==> src/rtl/itimer_pkg.sv <==
package itimer_pkg;
  localparam int unsigned SEL_W     = 3;
  localparam int unsigned N_DIV     = 5;
  localparam int unsigned DIV_W     = 2 * N_DIV;
  localparam int unsigned OFF_START = 8'h04;
  localparam int unsigned OFF_CH0   = 8'h08;
  localparam int unsigned CH_STRIDE = 8'h0C;
  localparam int unsigned OFF_CNT   = 4;
  localparam int unsigned OFF_CTL   = 8;
  localparam int unsigned IE_BIT    = 5;
  localparam int unsigned FLAG_BIT  = 8;
endpackage

==> src/rtl/itimer_prescaler.sv <==
module itimer_prescaler
  import itimer_pkg::*;
#(
  parameter int unsigned NDIV = N_DIV
) (
  input  logic            clk,
  input  logic            rst_n,
  output logic [NDIV-1:0] tick
);
  localparam int unsigned W = 2 * NDIV;

  logic [W-1:0] div_q, div_d;

  always_comb begin
    div_d = div_q + W'(1);
  end

  always_ff @(posedge clk or negedge rst_n) begin
    if (!rst_n) div_q <= '0;
    else        div_q <= div_d;
  end

  // tick k: low 2k+2 bits all ones -> one pulse every 4^(k+1) cycles
  for (genvar k = 0; k < NDIV; k++) begin : g_tick
    assign tick[k] = &div_q[2*k+1:0];
  end

  AST_TICK_NEST: assert property (@(posedge clk) disable iff (!rst_n)
    tick[NDIV-1] |-> tick[0]);
endmodule

==> src/rtl/itimer_channel.sv <==
module itimer_channel
  import itimer_pkg::*;
#(
  parameter int unsigned CNT_W = 32,
  parameter int unsigned NDIV  = N_DIV
) (
  input  logic             clk,
  input  logic             rst_n,
  input  logic             run,
  input  logic [NDIV-1:0]  tick_vec,
  input  logic             con_we,
  input  logic             cnt_we,
  input  logic             ctl_we,
  input  logic [CNT_W-1:0] wdata,
  output logic [CNT_W-1:0] con_q,
  output logic [CNT_W-1:0] cnt_q,
  output logic [SEL_W-1:0] sel_q,
  output logic             ie_q,
  output logic             flag_q,
  output logic             irq
);
  logic [CNT_W-1:0] con_d, cnt_d;
  logic [SEL_W-1:0] sel_d;
  logic             ie_d, flag_d;
  logic             rate_tick, step, uf;

  // rate select; reserved codes match no entry and never tick
  always_comb begin
    rate_tick = 1'b0;
    for (int k = 0; k < NDIV; k++) begin
      if (sel_q == SEL_W'(k)) rate_tick = tick_vec[k];
    end
  end

  assign step = run & rate_tick;
  assign uf   = step & (cnt_q == '0);

  always_comb begin
    con_d  = con_q;
    cnt_d  = cnt_q;
    sel_d  = sel_q;
    ie_d   = ie_q;
    flag_d = flag_q;
    if (con_we) con_d = wdata;
    if (cnt_we)    cnt_d = wdata;
    else if (uf)   cnt_d = con_q;
    else if (step) cnt_d = cnt_q - CNT_W'(1);
    if (ctl_we) begin
      sel_d = wdata[SEL_W-1:0];
      ie_d  = wdata[IE_BIT];
    end
    if (uf)                            flag_d = 1'b1;
    else if (ctl_we && !wdata[FLAG_BIT]) flag_d = 1'b0;
  end

  always_ff @(posedge clk or negedge rst_n) begin
    if (!rst_n) begin
      con_q  <= '0;
      cnt_q  <= '0;
      sel_q  <= '0;
      ie_q   <= 1'b0;
      flag_q <= 1'b0;
    end else begin
      con_q  <= con_d;
      cnt_q  <= cnt_d;
      sel_q  <= sel_d;
      ie_q   <= ie_d;
      flag_q <= flag_d;
    end
  end

  assign irq = flag_q & ie_q;

  AST_UF_SETS_FLAG: assert property (@(posedge clk) disable iff (!rst_n)
    uf |=> flag_q);
  AST_FLAG_CLEARED_BY_WRITE: assert property (@(posedge clk) disable iff (!rst_n)
    $fell(flag_q) |-> $past(ctl_we && !wdata[FLAG_BIT]));
  AST_RELOAD_ON_UF: assert property (@(posedge clk) disable iff (!rst_n)
    (uf && !cnt_we) |=> (cnt_q == $past(con_q)));
  AST_HOLD_STOPPED: assert property (@(posedge clk) disable iff (!rst_n)
    (!run && !cnt_we) |=> $stable(cnt_q));
endmodule

==> src/rtl/interval_timer.sv <==
module interval_timer
  import itimer_pkg::*;
#(
  parameter int unsigned N_CH   = 3,
  parameter int unsigned CNT_W  = 32,
  parameter int unsigned ADDR_W = 8
) (
  input  logic              clk,
  input  logic              rst_n,
  input  logic              wr_en,
  input  logic [ADDR_W-1:0] addr,
  input  logic [CNT_W-1:0]  wdata,
  output logic [CNT_W-1:0]  rdata,
  output logic [N_CH-1:0]   irq
);
  localparam int unsigned N_HIT = 3 * N_CH + 1;

  logic rst_s1, rst_i;
  always_ff @(posedge clk or negedge rst_n) begin
    if (!rst_n) begin
      rst_s1 <= 1'b0;
      rst_i  <= 1'b0;
    end else begin
      rst_s1 <= 1'b1;
      rst_i  <= rst_s1;
    end
  end

  logic [N_DIV-1:0] tick;
  itimer_prescaler #(.NDIV(N_DIV)) u_pre (
    .clk(clk), .rst_n(rst_i), .tick(tick)
  );

  logic start_hit, start_we;
  logic [N_CH-1:0] run_q, run_d;
  assign start_hit = (addr == ADDR_W'(OFF_START));
  assign start_we  = wr_en & start_hit;

  always_comb begin
    run_d = run_q;
    if (start_we) run_d = wdata[N_CH-1:0];
  end

  always_ff @(posedge clk or negedge rst_i) begin
    if (!rst_i) run_q <= '0;
    else        run_q <= run_d;
  end

  logic [N_CH-1:0]  con_hit, cnt_hit, ctl_hit;
  logic [CNT_W-1:0] con_a [N_CH];
  logic [CNT_W-1:0] cnt_a [N_CH];
  logic [SEL_W-1:0] sel_a [N_CH];
  logic [N_CH-1:0]  ie_a, flag_a;

  for (genvar c = 0; c < N_CH; c++) begin : g_ch
    localparam logic [ADDR_W-1:0] BASE = ADDR_W'(OFF_CH0 + c * CH_STRIDE);
    assign con_hit[c] = (addr == BASE);
    assign cnt_hit[c] = (addr == BASE + ADDR_W'(OFF_CNT));
    assign ctl_hit[c] = (addr == BASE + ADDR_W'(OFF_CTL));

    itimer_channel #(.CNT_W(CNT_W), .NDIV(N_DIV)) u_ch (
      .clk(clk), .rst_n(rst_i), .run(run_q[c]), .tick_vec(tick),
      .con_we(wr_en & con_hit[c]), .cnt_we(wr_en & cnt_hit[c]),
      .ctl_we(wr_en & ctl_hit[c]), .wdata(wdata),
      .con_q(con_a[c]), .cnt_q(cnt_a[c]), .sel_q(sel_a[c]),
      .ie_q(ie_a[c]), .flag_q(flag_a[c]), .irq(irq[c])
    );
  end

  always_comb begin
    rdata = '0;
    if (start_hit) rdata = CNT_W'(run_q);
    for (int c = 0; c < N_CH; c++) begin
      if (con_hit[c]) rdata = con_a[c];
      if (cnt_hit[c]) rdata = cnt_a[c];
      if (ctl_hit[c]) begin
        rdata[SEL_W-1:0] = sel_a[c];
        rdata[IE_BIT]    = ie_a[c];
        rdata[FLAG_BIT]  = flag_a[c];
      end
    end
  end

  logic [N_HIT-1:0] hit_vec;
  assign hit_vec = {con_hit, cnt_hit, ctl_hit, start_hit};

  AST_ONE_HIT: assert property (@(posedge clk) disable iff (!rst_i)
    $onehot0(hit_vec));
  AST_START_WRITE: assert property (@(posedge clk) disable iff (!rst_i)
    start_we |=> (run_q == $past(wdata[N_CH-1:0])));
endmodule

==> config.mk <==
export PLATFORM = sky130hd
export DESIGN_NAME = interval_timer
export DESIGN_NICKNAME = d
export VERILOG_FILES = /design/src/rtl/itimer_pkg.sv /design/src/rtl/itimer_prescaler.sv /design/src/rtl/itimer_channel.sv /design/src/rtl/interval_timer.sv
export SDC_FILE = /design/constraint.sdc
export NUM_CORES = 1
export LEC_CHECK = 0
export CAP_MARGIN = 15
export CORE_MARGIN = 1
export CORE_UTILIZATION = 30
export DETAILED_ROUTE_END_ITERATION = 6
export PLACE_DENSITY = 0.5
export SYNTH_ARGS = -nofsm -noshare
export SYNTH_HDL_FRONTEND = slang
export SYNTH_SLANG_ARGS = --single-unit
==> constraint.sdc <==
create_clock -name clk -period 10.45 [get_ports clk]
set_input_delay 2.09 -clock clk [delete_from_list [all_inputs] [get_ports clk]]
set_output_delay 2.09 -clock clk [all_outputs]
set_load 0.02 [all_outputs]
==> flow_metrics.env <==
export IMPL_synthTopCellsByCount="dfrtp_1 (222), nor2_1 (131), mux2_2 (113), a21oi_1 (103), nand2_1 (96)"
export IMPL_fp_dieH_microns=213
export IMPL_drc_errors=0
export IMPL_crit_chain="clkdlybuf4s50_1, or4b_2, nor2_2, buf_4, a22oi_1, a31oi_1, clkdlybuf4s50_1"
export IMPL_num_rows=77
export IMPL_io_buffers=77
export IMPL_critical_path_arrival_ns=5.68
export IMPL_finalWorstSetupSlack_ns=2.68
export IMPL_ys_types=70
export IMPL_clkLatencyLatePin_ns=0.56
export IMPL_hold_path_class="flip-flop to flip-flop"
export IMPL_grt_pass1_vias=12000
export IMPL_setup_viol=0
export IMPL_cp_num_cells=7
export IMPL_final_cell_area_sq_um=15700
export IMPL_clock_skew_ns=0.0196
export IMPL_ys_seq_elements=222
export IMPL_path_class="primary input to output pin"
export IMPL_fin_crit_sh=0.743
export IMPL_slew_viol_final=0
export IMPL_antenna_found_initial=0
export IMPL_root_buffer="clkbuf_16"
export IMPL_grt_first_pass_wirelength_microns=79700
export IMPL_min_period_ns=7.77
export IMPL_wirelength_microns=53300
export IMPL_fmax_ghz=0.129
export IMPL_cts_inserted_buffers=26
export IMPL_viasPerCell=5.90
export IMPL_worstPathRequired_ns=8.36
export IMPL_slowest_delay_ns=0.77
export IMPL_dpl_instance_area_sq_um=14800
export IMPL_async_flop_share=1.00
export IMPL_highest_layer="met4"
export IMPL_first_iter_violations=1264
export IMPL_met1_length_microns=22600
export IMPL_fin_util=0.356
export IMPL_worstSetupEndpoint="rdata[27]"
export IMPL_startpoint_type="primary input"
export IMPL_ys_warn_count=0
export IMPL_cts_sinks=222
export IMPL_p_total_mw=2.34
export IMPL_netlist_area_sq_um=13400
export IMPL_cts_setup_buffers=0
export IMPL_fin_tns_setup_ns=0
export IMPL_wl_per_cell_microns=25.6
export IMPL_synth_ff_type="dfrtp_1"
export IMPL_syn_to_final_growth_pct=17.3
export IMPL_synth_area_top_cells="dfrtp_1 (41%), mux2_2 (9.5%), a21oi_1 (3.8%)"
export IMPL_wl_met2_microns=23700
export IMPL_vias=12300
export IMPL_rsz0062_at_grt="false"
export IMPL_overflow=0
export IMPL_ys_seq_area_frac=0.415
export IMPL_pin_count=78
export IMPL_cts_tree="built"
export IMPL_path_max_fanout=14
export IMPL_max_slew_margin=0.178
export IMPL_place_gp_congestion=0.947
export IMPL_worst_ir_drop_vdd_v=0.000104
export IMPL_critPathBufInv=3
export IMPL_start_util=0.304
export IMPL_yosys_area_top_type="dfrtp_1"
export IMPL_antenna_left=0
export IMPL_reg2reg_depth=6
export IMPL_worst_pin_slew_ns=1.23
export IMPL_synth_edf_count=0
export IMPL_cts_buffer_depth=3
export IMPL_hold_viol=0
export IMPL_n_antenna_cell=0
export IMPL_final_nets=1521
export IMPL_gr_usage_all_layers=0.236
export IMPL_dp_hpwl_microns=37200
export IMPL_cap_viol_max_count=0
export IMPL_status="completed"
export IMPL_p_leak_nw=6.71
export IMPL_holdBufCountCts=0
export IMPL_slowest_stage="or4b_2"
export IMPL_synth_cells=1446
export IMPL_die_area_sq_um=45500
export IMPL_crit_path_start="addr[4]"
export IMPL_synth_most_common_cell="dfrtp_1"
export IMPL_synth_top_area_share=0.415
export IMPL_die_x_microns=213
export IMPL_power_density_nw_per_um2=149
export IMPL_rrSetupSlack_ns=6.48
export IMPL_clk_transition_reported_paths_ns=0.06
export IMPL_core_sq_um=44100
export IMPL_rr_startpoint="g_ch[1].u_ch.cnt_q[9]"
export IMPL_r2r_end="g_ch[1].u_ch.cnt_q[12]"
export IMPL_met3_length_microns=3730
export IMPL_h_tree_depth=1
export IMPL_post_cts_resized=0
export IMPL_first_pass_iters=6
export IMPL_crit_path_frequent_cell="clkdlybuf4s50_1"
export IMPL_dp_worst_setup_slack_ns=2.76
export IMPL_cp_top_family="buffers and inverters"
export IMPL_end_kind="output pin"
export IMPL_syn_nets=1496
export IMPL_syn_avg_cell_area_sq_um=9.27
export IMPL_grt_max_degree=70
export IMPL_drive_gt1_frac=0.149
power by group:
part	switching, mW	total [mW]	leakage, nW	internal (mW)
combinational	0.163	0.295	3.34	0.132
sequential	0.108	1.04	2.91	0.928
clock	0.390	1.01	0.464	0.618
worst min-delay path by stage:
stage | from | end | slack (ns) | cells past startpoint
finish | rst_s1 | rst_i | 0.35 | 0
global route | rst_s1 | rst_i | 0.37 | 0
CTS | rst_s1 | rst_i | 0.36 | 0
detailed placement | rst_s1 | rst_i | 0.34 | 0
global placement | rst_s1 | rst_i | 0.34 | 0
floorplan | rst_s1 | rst_i | 0.33 | 0
final cells by class:
| class | instances | area (sq um) |
|---|---|---|
| multi-input cells | 1093 | 7390 |
| inverters | 19 | 71.3 |
| flip-flops and latches | 222 | 5560 |
| well taps | 592 | 741 |
| clock inverters | 10 | 153 |
| clock buffers | 38 | 787 |
| repair buffers | 109 | 1010 |
| fillers | 4623 | 28400 |
logic make-up (layout without fill, tap and decap cells):
logic type,count (synthesis),after routing,synth area share
simple gates,472,472,0.177
compound gates,400,400,0.199
fa+ha+maj,7,7,0.00654
xor+xnor,66,66,0.0431
flops,222,222,0.415
buf+inv,131,176,0.0393
mux,147,147,0.120
other cells,1,1,0.000280
routing by layer:
layer  track usage  up-vias
met4         0.123        0
met5             0        -
met3        0.0365      159
met2         0.366      558
li1              -     5492
met1         0.317     6087
registers in the layout (all words and copies together), names as in the netlist:
signal / count
g_ch.u_ch.sel_q: 9
run_q: 3
g_ch.u_ch.con_q: 96
rst_s1: 1
g_ch.u_ch.flag_q: 3
g_ch.u_ch.cnt_q: 96
g_ch.u_ch.ie_q: 3
u_pre.div_q: 10
rst_i: 1
placed cells by master (no fill, tap or decap), types with 26 or more instances in the layout:
master,instances
dfrtp_1,221
nor2_1,127
mux2_2,113
a21oi_1,103
nand2_1,93
clkdlybuf4s50_1,77
o21ai_0,71
nand3_1,45
xor2_1,41
nor3_1,41
and3_1,37
mux2i_1,34
buf_4,31
nor4_1,29
a222oi_1,27
clkbuf_16,27
a22oi_1,26
a31oi_1,26
stage by stage:
| stage | hold slack (ns) | instances |
|---|---|---|
| after CTS | 0.357 | 2082 |
| after detailed placement | 0.341 | 2034 |
| after global placement | 0.339 | 2034 |
| after floorplan | 0.331 | 1446 |
| after global routing | 0.366 | 2083 |
| final | 0.354 | 2083 |
Power figures use the tool's default switching activity.
